### src/rtl/gfa_pkg.sv
// Package: shared widths and the mode encoding for the guard-limited adder.
// Assumes the single-precision layout: sign, 8-bit exponent, 23-bit fraction.
package gfa_pkg;
    localparam int EXP_W      = 8;
    localparam int FRAC_W     = 23;
    localparam int WORD_W     = 1 + EXP_W + FRAC_W;
    localparam int MANT_W     = FRAC_W + 1;
    localparam int GRS_W      = 3;
    localparam int EXT_W      = MANT_W + GRS_W;
    localparam int GAP_W      = EXP_W + 2;
    localparam int FLUSH_DIST = MANT_W + 1;
    localparam int EXP_MAX    = (1 << EXP_W) - 1;

    typedef enum logic [1:0] {
        MODE_PLAIN   = 2'd0,
        MODE_COARSE  = 2'd1,
        MODE_GUARD1  = 2'd2,
        MODE_PLAIN_B = 2'd3
    } add_mode_e;
endpackage

### src/rtl/gfa_precond.sv
// Operand trimmer: computes exponent(B) - exponent(A) and, per mode, either
// flushes the far operand to its sign or clears the low bits of the smaller
// operand that a one-guard-bit datapath drops. Purely combinational.
module gfa_precond
    import gfa_pkg::*;
(
    input  logic [WORD_W-1:0] op_a,
    input  logic [WORD_W-1:0] op_b,
    input  logic [1:0]        mode,
    output logic [WORD_W-1:0] trim_a,
    output logic [WORD_W-1:0] trim_b
);
    localparam logic signed [GAP_W-1:0] FAR_POS   = GAP_W'(FLUSH_DIST);
    localparam logic signed [GAP_W-1:0] FAR_NEG   = -FAR_POS;
    localparam logic [WORD_W-1:0]       SIGN_ONLY = {1'b1, {(WORD_W-1){1'b0}}};
    localparam logic [WORD_W-1:0]       ALL_ONES  = '1;

    logic signed [GAP_W-1:0] gap;
    logic [4:0]              sh_pos;
    logic [4:0]              sh_neg;
    logic                    use_coarse;
    logic                    use_guard;

    // Signed exponent gap and the shift counts for the single-guard masks.
    always_comb begin
        gap    = $signed({2'b00, op_b[WORD_W-2 -: EXP_W]}) - $signed({2'b00, op_a[WORD_W-2 -: EXP_W]});
        sh_pos = 5'(gap - GAP_W'(1));
        sh_neg = 5'(-gap - GAP_W'(1));
    end

    // Decode which trimming rule the mode selects.
    always_comb begin
        use_guard  = (mode == MODE_GUARD1);
        use_coarse = (mode == MODE_COARSE) || use_guard;
    end

    // Apply the far-flush rule first, then the single-guard bit clearing.
    always_comb begin
        trim_a = op_a;
        trim_b = op_b;
        if (use_coarse && gap >= FAR_POS) begin
            trim_a = op_a & SIGN_ONLY;
        end else if (use_coarse && gap <= FAR_NEG) begin
            trim_b = op_b & SIGN_ONLY;
        end else if (use_guard && gap > 0) begin
            trim_a = op_a & (ALL_ONES << sh_pos);
        end else if (use_guard && gap < 0) begin
            trim_b = op_b & (ALL_ONES << sh_neg);
        end
    end
endmodule

### src/rtl/gfa_add_core.sv
// Single-precision add datapath: orders the operands by magnitude, aligns
// with guard/round/sticky, adds or subtracts, normalises and rounds to
// nearest-even. Denormals read and write as signed zero; exponent 255 is
// ordinary and overflow saturates. Purely combinational.
module gfa_add_core
    import gfa_pkg::*;
(
    input  logic [WORD_W-1:0] x,
    input  logic [WORD_W-1:0] y,
    output logic [WORD_W-1:0] sum
);
    localparam int                      SH_W   = 6;
    localparam logic [SH_W-1:0]         SH_CAP = SH_W'(EXT_W);
    localparam logic signed [GAP_W:0]   E_TOP  = (GAP_W+1)'(EXP_MAX);

    logic [WORD_W-2:0] mag_x, mag_y;
    logic [WORD_W-1:0] big, sml;
    logic [EXP_W-1:0]  e_big, e_sml, e_gap;
    logic [MANT_W-1:0] m_big, m_sml;
    logic [SH_W-1:0]   shamt;
    logic [2*EXT_W-1:0] wide;
    logic [EXT_W-1:0]  ext_big, ext_sml;
    logic              eff_sub;
    logic [EXT_W:0]    raw;
    logic [EXT_W-1:0]  norm;
    logic [4:0]        lz;
    logic              found;
    logic signed [GAP_W:0] e_norm, e_fin;
    logic              rnd_up;
    logic [MANT_W:0]   mant_r;
    logic [FRAC_W-1:0] frac;
    logic              sgn;

    // Magnitudes with denormals forced to zero, then order the operands.
    always_comb begin
        mag_x = (x[WORD_W-2 -: EXP_W] == '0) ? '0 : x[WORD_W-2:0];
        mag_y = (y[WORD_W-2 -: EXP_W] == '0) ? '0 : y[WORD_W-2:0];
        big   = (mag_y > mag_x) ? y : x;
        sml   = (mag_y > mag_x) ? x : y;
        e_big = big[WORD_W-2 -: EXP_W];
        e_sml = sml[WORD_W-2 -: EXP_W];
        m_big = (e_big == '0) ? '0 : {1'b1, big[FRAC_W-1:0]};
        m_sml = (e_sml == '0) ? '0 : {1'b1, sml[FRAC_W-1:0]};
    end

    // Align the smaller mantissa, folding every lost bit into sticky.
    always_comb begin
        e_gap   = e_big - e_sml;
        shamt   = ({1'b0, e_gap} > {1'b0, SH_CAP}) ? SH_CAP : SH_W'(e_gap);
        ext_big = {m_big, {GRS_W{1'b0}}};
        wide    = {m_sml, {GRS_W{1'b0}}, {EXT_W{1'b0}}} >> shamt;
        ext_sml = wide[2*EXT_W-1 -: EXT_W];
        ext_sml[0] = ext_sml[0] | (|wide[EXT_W-1:0]);
        eff_sub = big[WORD_W-1] ^ sml[WORD_W-1];
        raw     = eff_sub ? ({1'b0, ext_big} - {1'b0, ext_sml})
                          : ({1'b0, ext_big} + {1'b0, ext_sml});
    end

    // Leading-zero count over the non-carry part of the raw sum.
    always_comb begin
        lz    = '0;
        found = 1'b0;
        for (int i = EXT_W-1; i >= 0; i--) begin
            if (!found && raw[i]) begin
                lz    = 5'(EXT_W-1-i);
                found = 1'b1;
            end
        end
    end

    // Normalise: shift right on carry-out, else left by the zero count.
    always_comb begin
        if (raw[EXT_W]) begin
            norm   = {raw[EXT_W:2], raw[1] | raw[0]};
            e_norm = $signed({3'b000, e_big}) + (GAP_W+1)'(1);
        end else begin
            norm   = raw[EXT_W-1:0] << lz;
            e_norm = $signed({3'b000, e_big}) - $signed({6'b0, lz});
        end
    end

    // Round to nearest-even and re-normalise on mantissa carry.
    always_comb begin
        rnd_up = norm[2] & (norm[1] | norm[0] | norm[3]);
        mant_r = {1'b0, norm[EXT_W-1:GRS_W]} + (MANT_W+1)'(rnd_up);
        if (mant_r[MANT_W]) begin
            e_fin = e_norm + (GAP_W+1)'(1);
            frac  = mant_r[FRAC_W:1];
        end else begin
            e_fin = e_norm;
            frac  = mant_r[FRAC_W-1:0];
        end
    end

    // Pack the result with the zero, underflow and overflow rules.
    always_comb begin
        sgn = big[WORD_W-1];
        if (raw == '0) begin
            sum = {big[WORD_W-1] & sml[WORD_W-1], {(WORD_W-1){1'b0}}};
        end else if (e_fin <= 0) begin
            sum = {sgn, {(WORD_W-1){1'b0}}};
        end else if (e_fin > E_TOP) begin
            sum = {sgn, {EXP_W{1'b1}}, {FRAC_W{1'b0}}};
        end else begin
            sum = {sgn, e_fin[EXP_W-1:0], frac};
        end
    end
endmodule

### src/rtl/guard_lim_fadd.sv
// Top: two-stage guard-limited adder. Stage 1 registers the trimmed
// operands, stage 2 registers the rounded sum. Accepts one pair per cycle.
// Synchronous active-low reset clears both stages.
module guard_lim_fadd
    import gfa_pkg::*;
(
    input  logic              clk,
    input  logic              rst_n,
    input  logic              in_valid,
    input  logic [WORD_W-1:0] in_a,
    input  logic [WORD_W-1:0] in_b,
    input  logic [1:0]        in_mode,
    output logic              out_valid,
    output logic [WORD_W-1:0] out_sum
);
    logic [WORD_W-1:0] trim_a, trim_b;
    logic [WORD_W-1:0] s1_a, s1_b;
    logic              s1_v;
    logic [WORD_W-1:0] core_sum;

    gfa_precond u_precond (
        .op_a   (in_a),
        .op_b   (in_b),
        .mode   (in_mode),
        .trim_a (trim_a),
        .trim_b (trim_b)
    );

    // Stage 1: hold the trimmed operand pair.
    always_ff @(posedge clk) begin
        if (!rst_n) begin
            s1_v <= 1'b0;
            s1_a <= '0;
            s1_b <= '0;
        end else begin
            s1_v <= in_valid;
            s1_a <= trim_a;
            s1_b <= trim_b;
        end
    end

    gfa_add_core u_core (
        .x   (s1_a),
        .y   (s1_b),
        .sum (core_sum)
    );

    // Stage 2: hold the rounded sum and its valid.
    always_ff @(posedge clk) begin
        if (!rst_n) begin
            out_valid <= 1'b0;
            out_sum   <= '0;
        end else begin
            out_valid <= s1_v;
            out_sum   <= core_sum;
        end
    end
endmodule

### config.mk
export PLATFORM = sky130hd
export DESIGN_NAME = guard_lim_fadd
export DESIGN_NICKNAME = d
export VERILOG_FILES = /design/src/rtl/gfa_pkg.sv /design/src/rtl/gfa_precond.sv /design/src/rtl/gfa_add_core.sv /design/src/rtl/guard_lim_fadd.sv
export SDC_FILE = /design/constraint.sdc
export NUM_CORES = 1
export LEC_CHECK = 0
export ABC_AREA = 1
export BUFFER_PORTS_ARGS = -buffer_cell sky130_fd_sc_hd__buf_4
export CORE_MARGIN = 1
export CORE_UTILIZATION = 37
export DETAILED_ROUTE_END_ITERATION = 7
export GPL_TIMING_DRIVEN = 1
export PLACE_DENSITY = 0.54
export REMOVE_ABC_BUFFERS = 1
export SETUP_SLACK_MARGIN = 0.05
export SYNTH_ARGS = -nofsm -noshare
export SYNTH_HDL_FRONTEND = slang
export SYNTH_SLANG_ARGS = --single-unit
### constraint.sdc
create_clock -name clk -period 14.1 [get_ports clk]
set_clock_uncertainty 0.15 [all_clocks]
set_input_delay 0.705 -clock clk [delete_from_list [all_inputs] [get_ports clk]]
set_output_delay 0.705 -clock clk [all_outputs]
set_load 0.05 [all_outputs]
==> flow_summary.json <==
{
  "fin_nets": 2896,
  "end_kind": "flip-flop",
  "ant_nets": 0,
  "setup_violations": 0,
  "cts.path.max_buffers": 2,
  "tightest_slew_ns": 0.925,
  "fp.dieArea_um2": 41200,
  "cts_tree": "built",
  "vias": 17700,
  "power_leakage_nw": 8.66,
  "grt_overflow": 0,
  "worstSetupPathType": "flip-flop to flip-flop",
  "io_buffers": 101,
  "crit_buf_inv": 15,
  "gp_congestion": 1.01,
  "clk_latency_ns": 0.35,
  "die_height_um": 203,
  "synth_ff_type": "dfxtp_1",
  "ys_ff_latch": 98,
  "viasPerCell": 5.45,
  "antenna_found_initial": 0,
  "setup_tns_ns": 0,
  "intPower_mw": 1.48,
  "fin_crit_sh_pct": 92.1,
  "fillers": 4474,
  "power.switching_mw": 2.51,
  "core.rowCount": 73,
  "placed_cell_area_um2": 16000,
  "grt_pass1_wl_um": 90300,
  "stdcell_area_um2": 16800,
  "p_per_area_nw_per_um2": 237,
  "status": "completed",
  "timing.final.ws_setup_ns": 1.11,
  "mostFrequentLayoutCells": "734 x nand2_1, 320 x inv_1, 320 x nand3_1",
  "max_freq_ghz": 0.0770,
  "synth.avg_cell_area_um2": 5.63,
  "synth-edff-count": 0,
  "cts.reportedPaths.clkPinSlew_ns": 0.07,
  "min_path_type": "flip-flop to flip-flop",
  "yosys.cell_types.count": 68,
  "ys_async_sr_fraction_pct": 0,
  "critPathRequiredTime_ns": 14.18,
  "design.core.area_um2": 39800,
  "dp_slack_ns": 0.0501,
  "yosysSeqAreaShare_pct": 13.1,
  "max-vdd-ir-drop_uv": 80.6,
  "io_pins": 102,
  "crit_fanout": 29,
  "cap_violations": 0,
  "grt_usage_pct": 27.6,
  "p_sw_share_pct": 62.9,
  "cts.sinks": 98,
  "cts_max_level": 3,
  "drive_gt1_share_pct": 11.3,
  "slew_violations": 0,
  "combPwrFrac_pct": 85.0,
  "syn_area_um2": 14900,
  "final_common_cell": "nand2_1",
  "cp.arrival_ns": 13.08,
  "wl_um": 58400,
  "synth_cells": 2655,
  "start_util_pct": 37.5,
  "pwr-share-clk_pct": 6.3,
  "critical-path-top-delay-family": "simple AND/OR/NAND/NOR gates",
  "drc": 0,
  "grt_max_degree": 71,
  "critPathMaxStageDelay_ns": 0.37,
  "wire_per_inst_um": 18.0,
  "startpoint_type": "flip-flop",
  "synth-warning-count": 0,
  "first_iter_violations": 1438,
  "crit_path_frequent_cell": "nand2_1",
  "total_power_mw": 3.99,
  "cts_made_buffers": 9,
  "hpwl_um": 47700,
  "power_frac_seq_pct": 8.7,
  "die_x_um": 203,
  "relSlewSlack_pct": 38.2,
  "area_delta_synth_final_pct": 12.8,
  "diodes": 0,
  "first_pass_iters": 8,
  "period_minus_slack_ns": 12.99,
  "cpMaxStageDelayCell": "dfxtp_1",
  "clock-root-buffer": "clkbuf_16",
  "final_hold_viol_count": 0,
  "grt_pass1_vias": 16600
}
## final timing paths
| path | startpoint | end | slack [ns] | cells after the start |
|---|---|---|---|---|
| max | s1_b[28] | out_sum[0] | 1.11 | 86 |
| min | s1_v | out_valid | 0.27 | 2 |
| min reg2reg | s1_v | out_valid | 0.27 | 2 |
| max reg2reg | s1_b[28] | out_sum[0] | 1.11 | 86 |
## power by group through the flow
stage	clock network (mW)	logic, mW	registers, mW
floorplan	0	2.20	0.432
global placement	0	3.23	0.353
detailed placement	0	3.21	0.354
CTS	0.256	3.23	0.347
global route	0.268	3.73	0.350
finish	0.251	3.39	0.347
## final cells by class
cell class	instances	area, µm²	share of cell area [%]
well taps	525	657	3.90
clock buffers	10	239	1.42
clock inverters	6	65.1	0.386
repair buffers	159	1320	7.84
repair inverters	1	7.51	0.0446
inverters	342	1300	7.71
flip-flops and latches	98	1960	11.6
multi-input cells	2104	11300	67.1
## synthesized netlist by cell type (3+ instances only)
| library cell | number | area (µm²) |
|---|---|---|
| a211oi_1 | 9 | 67.6 |
| a21boi_0 | 9 | 67.6 |
| a21o_1 | 5 | 37.5 |
| a21oi_1 | 130 | 651 |
| a21oi_2 | 4 | 35.0 |
| a22oi_1 | 3 | 22.5 |
| a31oi_1 | 13 | 81.3 |
| buf_1 | 7 | 26.3 |
| buf_2 | 26 | 130 |
| buf_4 | 13 | 97.6 |
| buf_6 | 8 | 90.1 |
| buf_8 | 3 | 45.0 |
| clkbuf_1 | 59 | 221 |
| clkinv_1 | 7 | 26.3 |
| dfxtp_1 | 98 | 1960 |
| fa_1 | 3 | 60.1 |
| ha_1 | 109 | 1360 |
| inv_1 | 321 | 1200 |
| inv_2 | 13 | 48.8 |
| nand2_1 | 737 | 2770 |
| nand2_2 | 11 | 68.8 |
| nand2_4 | 3 | 33.8 |
| nand3_1 | 321 | 1610 |
| nand3_2 | 9 | 90.1 |
| nand3_4 | 4 | 70.1 |
| nand3b_1 | 7 | 52.6 |
| nand4_1 | 64 | 400 |
| nor2_1 | 293 | 1100 |
| nor2_2 | 16 | 100 |
| nor2_4 | 23 | 259 |
| nor3_1 | 53 | 265 |
| nor3b_1 | 10 | 75.1 |
| nor4_1 | 11 | 68.8 |
| o211ai_1 | 15 | 113 |
| o21a_1 | 7 | 52.6 |
| o21ai_0 | 110 | 551 |
| o21ai_1 | 12 | 60.1 |
| o221ai_1 | 5 | 43.8 |
| o31ai_1 | 4 | 30.0 |
| o41ai_1 | 3 | 26.3 |
| or2_2 | 11 | 68.8 |
| xnor2_1 | 7 | 61.3 |
| xor2_1 | 48 | 420 |
## routing by layer
layer / share of wire [%] / GRT usage, %
met1: 44 / 34.6
met2: 48 / 48.5
met3: 6.0 / 4.06
met4: 2.7 / 7.68
met5: 0 / 0
## metrics by stage
step	instances	hold WS, ns	utilization [%]
after floorplan	2539	0.240	-
after global placement	3197	0.252	40.2
after detailed placement	3197	0.259	40.2
after CTS	3213	0.279	41.0
after global routing	3245	0.329	42.3
final	3245	0.274	42.3
## flip-flops by register name, summed over array words and instances, names as in the netlist
signal and cells:
s1_b 32, s1_a 32, s1_v 1, out_sum 32, out_valid 1
## tightest hold or removal path, delay by kind of cell, from the launching register on
kind	cells	cell delay, ns
flip-flops	1	0.31
buffers and inverters	1	0.04
AND/OR/NAND/NOR	1	0.05
## cells by family (layout without fill, tap and decap cells)
logic type | Yosys count | in the layout | share of synthesized area, %
compound gates | 344 | 344 | 13.2
simple gates | 1586 | 1591 | 48.1
flops | 98 | 98 | 13.1
xor+xnor | 55 | 55 | 3.22
buf+inv | 458 | 518 | 12.7
mux | 2 | 2 | 0.142
fa+ha+maj | 112 | 112 | 9.53
## what timing repair did
action / 4_1_cts / 5_1_grt
hold buffers: 0 / 0
setup endpoints to repair: 3 / 31
gates resized for setup: 1 / 47
pin swaps: 0 / 12
buffers inserted: 0 / 24
cloned: 0 / 8
(Power assumes the default switching activity.)
